<file path="config.mk">
export PLATFORM = sky130hd
export DESIGN_NAME = intr_route_csr
export DESIGN_NICKNAME = d
export VERILOG_FILES = /design/src/rtl/intr_route_csr.sv
export SDC_FILE = /design/constraint.sdc
export NUM_CORES = 1
export LEC_CHECK = 0
export ABC_AREA = 1
export ABC_CLOCK_PERIOD_IN_PS = 3490
export BUFFER_PORTS_ARGS = -buffer_cell sky130_fd_sc_hd__buf_2
export CAP_MARGIN = 20
export CORE_ASPECT_RATIO = 1.75
export CORE_MARGIN = 2
export CORE_UTILIZATION = 40
export CTS_BUF_LIST = sky130_fd_sc_hd__clkbuf_4
export CTS_CLUSTER_DIAMETER = 150
export CTS_CLUSTER_SIZE = 10
export DETAILED_ROUTE_END_ITERATION = 10
export HOLD_SLACK_MARGIN = 0.06
export PLACE_DENSITY = 0.68
export SYNTH_ARGS = -nofsm -noshare
export SYNTH_HDL_FRONTEND = slang
export SYNTH_SLANG_ARGS = --single-unit
</file>
<file path="constraint.sdc">
create_clock -name clk -period 3.49 [get_ports clk]
set_clock_uncertainty 0.1 [all_clocks]
set_input_delay 0.698 -clock clk [delete_from_list [all_inputs] [get_ports clk]]
set_output_delay 0.698 -clock clk [all_outputs]
set_load 0.005 [all_outputs]
</file>
<file path="src/rtl/intr_route_csr.sv">
module intr_route_csr #(
  parameter int NCPU = 4,
  parameter int DW   = 64,
  parameter int AW   = 12
) (
  input  logic            clk,
  input  logic            rst_n,
  input  logic            bus_valid,
  input  logic            bus_write,
  input  logic [AW-1:0]   bus_addr,
  input  logic [1:0]      bus_size,
  input  logic [DW-1:0]   bus_wdata,
  input  logic [1:0]      bus_cpu,
  output logic            rsp_valid,
  output logic            rsp_err,
  output logic [DW-1:0]   rsp_rdata,
  input  logic [DW-1:0]   dev_req,
  input  logic            timer_tick,
  output logic [NCPU-1:0] dev_irq,
  output logic [NCPU-1:0] tmr_irq,
  output logic [NCPU-1:0] ipi_irq,
  output logic            ipi_warn
);
  localparam int IW = AW - 6;
  localparam logic [IW-1:0] IX_MISC = IW'(5);
  localparam logic [IW-1:0] IX_RAW  = IW'(6);
  localparam logic [IW-1:0] IX_IPIS = IW'(16);
  localparam logic [IW-1:0] IX_TMRS = IW'(17);
  localparam logic [IW-1:0] IX_IPIQ = IW'(18);
  localparam int MASK_BASE = 8;
  localparam int EFF_BASE  = 12;

  logic [NCPU-1:0][DW-1:0] mask_q;
  logic [NCPU-1:0][DW-1:0] eff;
  logic [DW-1:0]   raw_q;
  logic [NCPU-1:0] ipi_q, tmr_q;
  logic            warn_q;

  wire [IW-1:0] idx  = bus_addr[AW-1:6];
  wire          full = (bus_size == 2'd3);
  wire          wr   = bus_valid & full & bus_write;
  wire          rd   = bus_valid & full & ~bus_write;

  for (genvar n = 0; n < NCPU; n++) begin : g_cpu
    assign eff[n]     = mask_q[n] & raw_q;
    assign dev_irq[n] = |eff[n];
  end

  logic [NCPU-1:0] ipi_set, ipi_clr, tmr_clr;
  always_comb begin
    ipi_set = '0;
    ipi_clr = '0;
    tmr_clr = '0;
    if (wr) begin
      case (idx)
        IX_MISC: begin
          ipi_set = bus_wdata[12 +: NCPU];
          ipi_clr = bus_wdata[8 +: NCPU];
          tmr_clr = bus_wdata[4 +: NCPU];
        end
        IX_IPIQ: ipi_set = bus_wdata[NCPU-1:0];
        IX_IPIS: ipi_clr = bus_wdata[NCPU-1:0];
        IX_TMRS: tmr_clr = bus_wdata[NCPU-1:0];
        default: ;
      endcase
    end
  end

  wire [NCPU-1:0] ipi_next  = (ipi_q | ipi_set) & ~ipi_clr;
  wire [NCPU-1:0] tmr_next  = timer_tick ? {NCPU{1'b1}} : (tmr_q & ~tmr_clr);
  wire            warn_next = (|(ipi_set & ipi_q)) | (|(ipi_clr & ~ipi_q));

  logic [DW-1:0] rd_data;
  always_comb begin
    rd_data = '0;
    case (idx)
      IX_MISC: begin
        rd_data[1:0]       = bus_cpu;
        rd_data[4 +: NCPU] = tmr_q;
        rd_data[8 +: NCPU] = ipi_q;
      end
      IX_RAW:  rd_data = raw_q;
      IX_IPIS: rd_data[NCPU-1:0] = ipi_q;
      IX_TMRS: rd_data[NCPU-1:0] = tmr_q;
      default: ;
    endcase
    for (int n = 0; n < NCPU; n++) begin
      if (idx == IW'(MASK_BASE + n)) rd_data = mask_q[n];
      if (idx == IW'(EFF_BASE + n))  rd_data = eff[n];
    end
  end

  always_ff @(posedge clk or negedge rst_n) begin
    if (!rst_n) begin
      mask_q    <= '0;
      raw_q     <= '0;
      ipi_q     <= '0;
      tmr_q     <= '0;
      warn_q    <= 1'b0;
      rsp_valid <= 1'b0;
      rsp_err   <= 1'b0;
      rsp_rdata <= '0;
    end else begin
      raw_q  <= dev_req;
      ipi_q  <= ipi_next;
      tmr_q  <= tmr_next;
      warn_q <= warn_next;
      for (int n = 0; n < NCPU; n++)
        if (wr && idx == IW'(MASK_BASE + n)) mask_q[n] <= bus_wdata;
      rsp_valid <= bus_valid;
      rsp_err   <= bus_valid & ~full;
      rsp_rdata <= rd ? rd_data : '0;
    end
  end

  assign tmr_irq  = tmr_q;
  assign ipi_irq  = ipi_q;
  assign ipi_warn = warn_q;
endmodule

</file>
== Yosys cells after proc, flatten, opt, wreduce, memory -nomap -nowiden ==
Index checks and enable logic that the tools add are counted.
Storage, ports and cells
  bits in registers: 395
  output and inout port bits: 79
Operators by class
  eq/ne operators: 14
  multiplexer cells: 20
  bitwise gates (word level): 19
  reductions and logical operators: 10
Operator list (number)
  $mux W64: 9
  $and A64 B64 Y64: 4
  $reduce_or A64 Y1: 4
  $mux W52: 1
  $eq A6 B4 Y1 const B: 8
  $pmux W4 S2: 3
  $eq A6 B5 Y1 const B: 3
  $and A4 B4 Y4: 4
  $mux W4: 4
  $pmux W8 S2: 1
  $eq A6 B3 Y1 const B: 2
  $not A4 Y4: 3
  $pmux W2 S4: 1
  $reduce_or A4 Y1: 2
  $pmux W2 S3: 1
  $and A1 B1 Y1: 4
  $logic_and A1 B1 Y1: 4
  $or A4 B4 Y4: 1
  $eq A2 B2 Y1 const B: 1
  $not A1 Y1: 2
  $or A1 B1 Y1: 1

== Longest topological paths before layout ==
  depth in word-level cells: 11
  depth in mapped cells: 14
  depth with buffers taken out: 13

== Worst setup path after synthesis ==
No wires, ideal clock.
  kind: input -> register
  start: input bus_addr[10]
  end: register rsp_rdata[47]
  arrival time: 1795 ps
  required time: 3268 ps
  setup slack: 1473 ps
  stages on the path: 10
  buffers on the path: 2
  path through: inv_1 -> nand2_4 -> nor2_8 -> nand2_4 -> nor2_8 -> buf_2 -> buf_2 -> nand2_1 -> nand2_1 -> a21oi_1
On the way
  longest elaborated chain between the ends: 11
  elaborated cells on any way between the ends: 19
Ends and longest elaborated chain
  start, declared: RTL line 10  | input logic [AW-1:0] bus_addr,
  $eq A6 B3 Y1: RTL line 76  | case (idx)
  $mux W52: RTL line 76
  $mux W64: RTL line 88  | if (idx == IW'(MASK_BASE + n)) rd_data = mask_q[n];
  $mux W64: RTL line 89  | if (idx == IW'(EFF_BASE + n)) rd_data = eff[n];
  $mux W64: RTL line 88
  $mux W64: RTL line 89
  $mux W64: RTL line 88
  $mux W64: RTL line 89
  $mux W64: RTL line 88
  $mux W64 *: RTL line 89
  $mux W64 *: RTL line 112  | rsp_rdata <= rd ? rd_data : '0;
  end signal, assigned: RTL line 112
  end, declared: RTL line 16  | output logic [DW-1:0] rsp_rdata,
Mark *: on every way between the ends. The rest lies on a longest branch, timed or not.
A chain may end at the register's enable or synchronous reset.

== Final worst setup path ==
  start: register raw_q[27]
  end: output dev_irq[1]
On the way
  longest elaborated chain between the ends: 2
Ends and longest elaborated chain
  start, declared: RTL line 35  | logic [DW-1:0] raw_q;
  start signal, assigned: RTL line 104  | raw_q <= dev_req;
  $and A64 B64 Y64: RTL line 45  | assign eff[n] = mask_q[n] & raw_q;
  $reduce_or A64 Y1: RTL line 46  | assign dev_irq[n] = |eff[n];
  end, declared: RTL line 19  | output logic [NCPU-1:0] dev_irq,
No other way between the ends.

==> run summary <==
syn_area_per_cell: 7.623 um2
GPL Wtd Cong: 0.9412
Starting Density: 40.48%
power density over cell area: 350.4 nW/um2
router iterations before antenna repair: 7
most frequent standard cell in the layout excluding fill and tap cells: sky130_fd_sc_hd__nand2_1
total number of placement rows: 107
leakage component of the power: 10.61 nW
result of the run: completed
Post-Route Setup TNS: 0 ps
initial antenna violation count: 3
top flip-flop cell by instance count after synthesis: sky130_fd_sc_hd__dfrtp_1
met2 global-route usage: 45.26%
clock slew at reported path FFs: 110 ps
Final setup viols: 0
total global routing overflow: 0
CP max-delay cell: sky130_fd_sc_hd__nor4_1
final antenna-violating net count: 0
Tot GR Track Use: 26.84%
residual DRC count: 0
Placed Instance Area: 21490 um2
worst reg2reg setup slack: 1950 ps
Cell Count Post-Placement: 3371
vias in the first global route: 19180
Crit Path Category: reg -> out
Crit. End Element: output pin
startpoint type of the worst setup path: register
Final Instance Area: 22820 um2
Post-layout nets: 2999
distinct cell type count of the synthesized netlist: 31
Final Hold Violating Endpoints: 0
Vias per Instance: 5.517
minimum setup slack after placement: 578.7 ps
worst voltage drop across the vdd grid: 0.2396 mV
number of DRC violations after detailed-routing iteration 0: 1841
commonest non-fill, non-tap cells in the layout: 1020 x sky130_fd_sc_hd__nand2_1, 395 x sky130_fd_sc_hd__dfrtp_1, 220 x sky130_fd_sc_hd__buf_2
path class of the lowest-slack min-delay path: in -> reg
Clock Tree Buf Depth: 3
Yosys reg bits: 395
Design Power: 7.997 mW
Post-synth EDFFs: 0
setup repair bufs after CTS: 0
Critical Path Sink: dev_irq[1]
master cell of the clock root buffer: sky130_fd_sc_hd__clkbuf_4
max-capacitance violation count: 0
sequential fraction of the synthesis area: 50.24%
maximum cell stage delay along the critical path: 550 ps
maximum fanout encountered on the critical timing path: 6
clock latency on the worst-skew pair: 790 ps
die footprint: 51040 um2
post-detailed-placement half-perimeter wirelength: 46.36 mm
relative slew slack: 29.18%
proportion of register bits with asynchronous set or reset after synthesis: 100.0%
post-layout instance count excluding filler cells: 3508
met1 track demand over resource in global routing: 31.29%
setup repair after global routing missed its margin: false
final hold slack: 93.18 ps
TritonCTS clock tree: done
sink count of the clock tree: 395
worst flop-to-flop path endpoint: rsp_rdata[57]$_DFF_PN0_
worst setup path startpoint: raw_q[27]$_DFF_PN0_
data required time at the worst endpoint: 2690 ps
R2R depth: 8
total CTS buffers: 45
Final Critical Period: 3407 ps
width of the die: 171.6 um
count of pins on the block boundary: 228
Synth Instances: 2581
fraction of the cycle the final worst path needs: 97.62%
area of the mapped netlist: 19670 um2
H-tree depth reported by CTS: 2
cell-by-cell listing of the critical path: nand2_1 > nand4_1 > nor4_1 > nand4_1 > buf_2
Most common cell on crit path: sky130_fd_sc_hd__nand4_1
final cell utilization of the core: 46.96%
worst endpoint data arrival time: 2610 ps
top cells by area, synth: sky130_fd_sc_hd__dfrtp_1 50%, sky130_fd_sc_hd__nand2_1 20%, sky130_fd_sc_hd__a21oi_1 5.2%, sky130_fd_sc_hd__nand4_1 4.3%, sky130_fd_sc_hd__o21ai_1 3.9%
total via count after detailed routing: 19350
area share of the largest cell type after synthesis: 50.24%
FF-to-FF Start: raw_q[57]$_DFF_PN0_
drt wl/cell: 19.44 um
worst path setup slack after routing: 83.06 ps
Port Buffer Count: 221
Die Y: 297.4 um
largest net degree at the start of global routing: 91
first-pass GRT wire length: 105.6 mm
total number of yosys warnings: 0
Worst Tran Pin Value: 1062 ps
net count after synthesis: 2730
Pins Over Slew Limit: 0
library cell occupying the most area in the post-synthesis netlist: sky130_fd_sc_hd__dfrtp_1
layout cells sized above 1: 12.87%
growth of design area from synthesis to finish: 15.99%
timing-limited maximum frequency: 293.5 MHz
Post-Route WL: 68.20 mm
core region area: 48600 um2
fraction of met3 tracks used by global routing: 3.872%
routing layer with the top usage in global route: met2
==> worst max-delay path, delay by kind of cell (launching register included) <==
family        cells  cell delay (ps)
simple gates      4             1140
buf+inv           1              230
flops             1              490
==> worst min path at each step <==
stage                                 start                      end  slack [ps]  depth (start not counted)
CTS                           bus_wdata[49]   mask_q[49]$_DFFE_PN0P_          60                          3
global route                  bus_wdata[61]   mask_q[61]$_DFFE_PN0P_          60                          3
finish                        bus_wdata[28]   mask_q[28]$_DFFE_PN0P_          90                          3
global placement    mask_q[102]$_DFFE_PN0P_  mask_q[102]$_DFFE_PN0P_         390                          2
floorplan                             rst_n     ipi_irq[0]$_DFF_PN0_         300                          0
detailed placement  mask_q[223]$_DFFE_PN0P_  mask_q[223]$_DFFE_PN0P_         400                          2
==> kinds of logic (layout without fill, tap and decap cells) <==
kind of cell | count (synthesis) | in the layout | synth area share [%]
AOI/OAI and AO/OA | 489 | 489 | 12.78
DFF | 395 | 395 | 50.24
buffers and inverters | 280 | 551 | 6.404
and+or+nand+nor | 1417 | 1417 | 30.57
other | 0 | 2 | 0
==> Yosys cell counts, types with 2 or more instances <==
cell and instances:
sky130_fd_sc_hd__nand2_1 1023, sky130_fd_sc_hd__dfrtp_1 395, sky130_fd_sc_hd__a21oi_1 203, sky130_fd_sc_hd__o21ai_1 152, sky130_fd_sc_hd__nand4_1 134, sky130_fd_sc_hd__inv_1 131
sky130_fd_sc_hd__nand3_1 120, sky130_fd_sc_hd__o21ai_0 99, sky130_fd_sc_hd__nor2_1 98, sky130_fd_sc_hd__buf_2 86, sky130_fd_sc_hd__buf_4 22, sky130_fd_sc_hd__clkbuf_1 20
sky130_fd_sc_hd__nor4_1 16, sky130_fd_sc_hd__o22ai_1 16, sky130_fd_sc_hd__o211ai_1 14, sky130_fd_sc_hd__inv_2 10, sky130_fd_sc_hd__buf_1 7, sky130_fd_sc_hd__a21boi_0 5
sky130_fd_sc_hd__nand2_2 4, sky130_fd_sc_hd__nor2_4 4, sky130_fd_sc_hd__nor2_8 4, sky130_fd_sc_hd__nand3_2 3, sky130_fd_sc_hd__or2_0 3, sky130_fd_sc_hd__buf_6 2
sky130_fd_sc_hd__nand2_4 2, sky130_fd_sc_hd__nor2_2 2, sky130_fd_sc_hd__nor3_1 2
==> state kept, by name, indices dropped and copies added (netlist names) <==
signal	flops
ipi_irq	4
ipi_warn	1
mask_q	256
raw_q	64
rsp_err	1
rsp_rdata	64
rsp_valid	1
tmr_irq	4
==> repair_timing <==
item,CTS,global route
setup endpoints to repair,2,3
gates resized for setup,2,6
hold endpoints to repair,157,0
hold buffers,86,0
==> metal layers <==
layer  part of all wire [%]  up-vias
li1                       -     9046
met1                     37     9117
met2                     49      918
met3                    6.6      270
met4                    7.2        2
met5                  0.019        -
==> cell type report <==
cell class,instances,area (um2)
Fill cell,4796,25780
Multi-Input combinational cell,1906,8620
Timing Repair Buffer,359,2542
Clock inverter,4,71.32
Tap cell,654,818.3
Antenna cell,2,5.005
Clock buffer,45,337.8
Sequential cell,395,9884
Inverter,143,540.5
==> power by group <==
| group | internal [mW] | total [mW] | switching (mW) |
|---|---|---|---|
| combinational | 0.310 | 0.821 | 0.511 |
| clock | 0.748 | 2.30 | 1.55 |
| sequential | 4.71 | 4.88 | 0.162 |
| total | 5.77 | 8.00 | 2.23 |
Note: power is estimated with default switching activity, not from simulation.
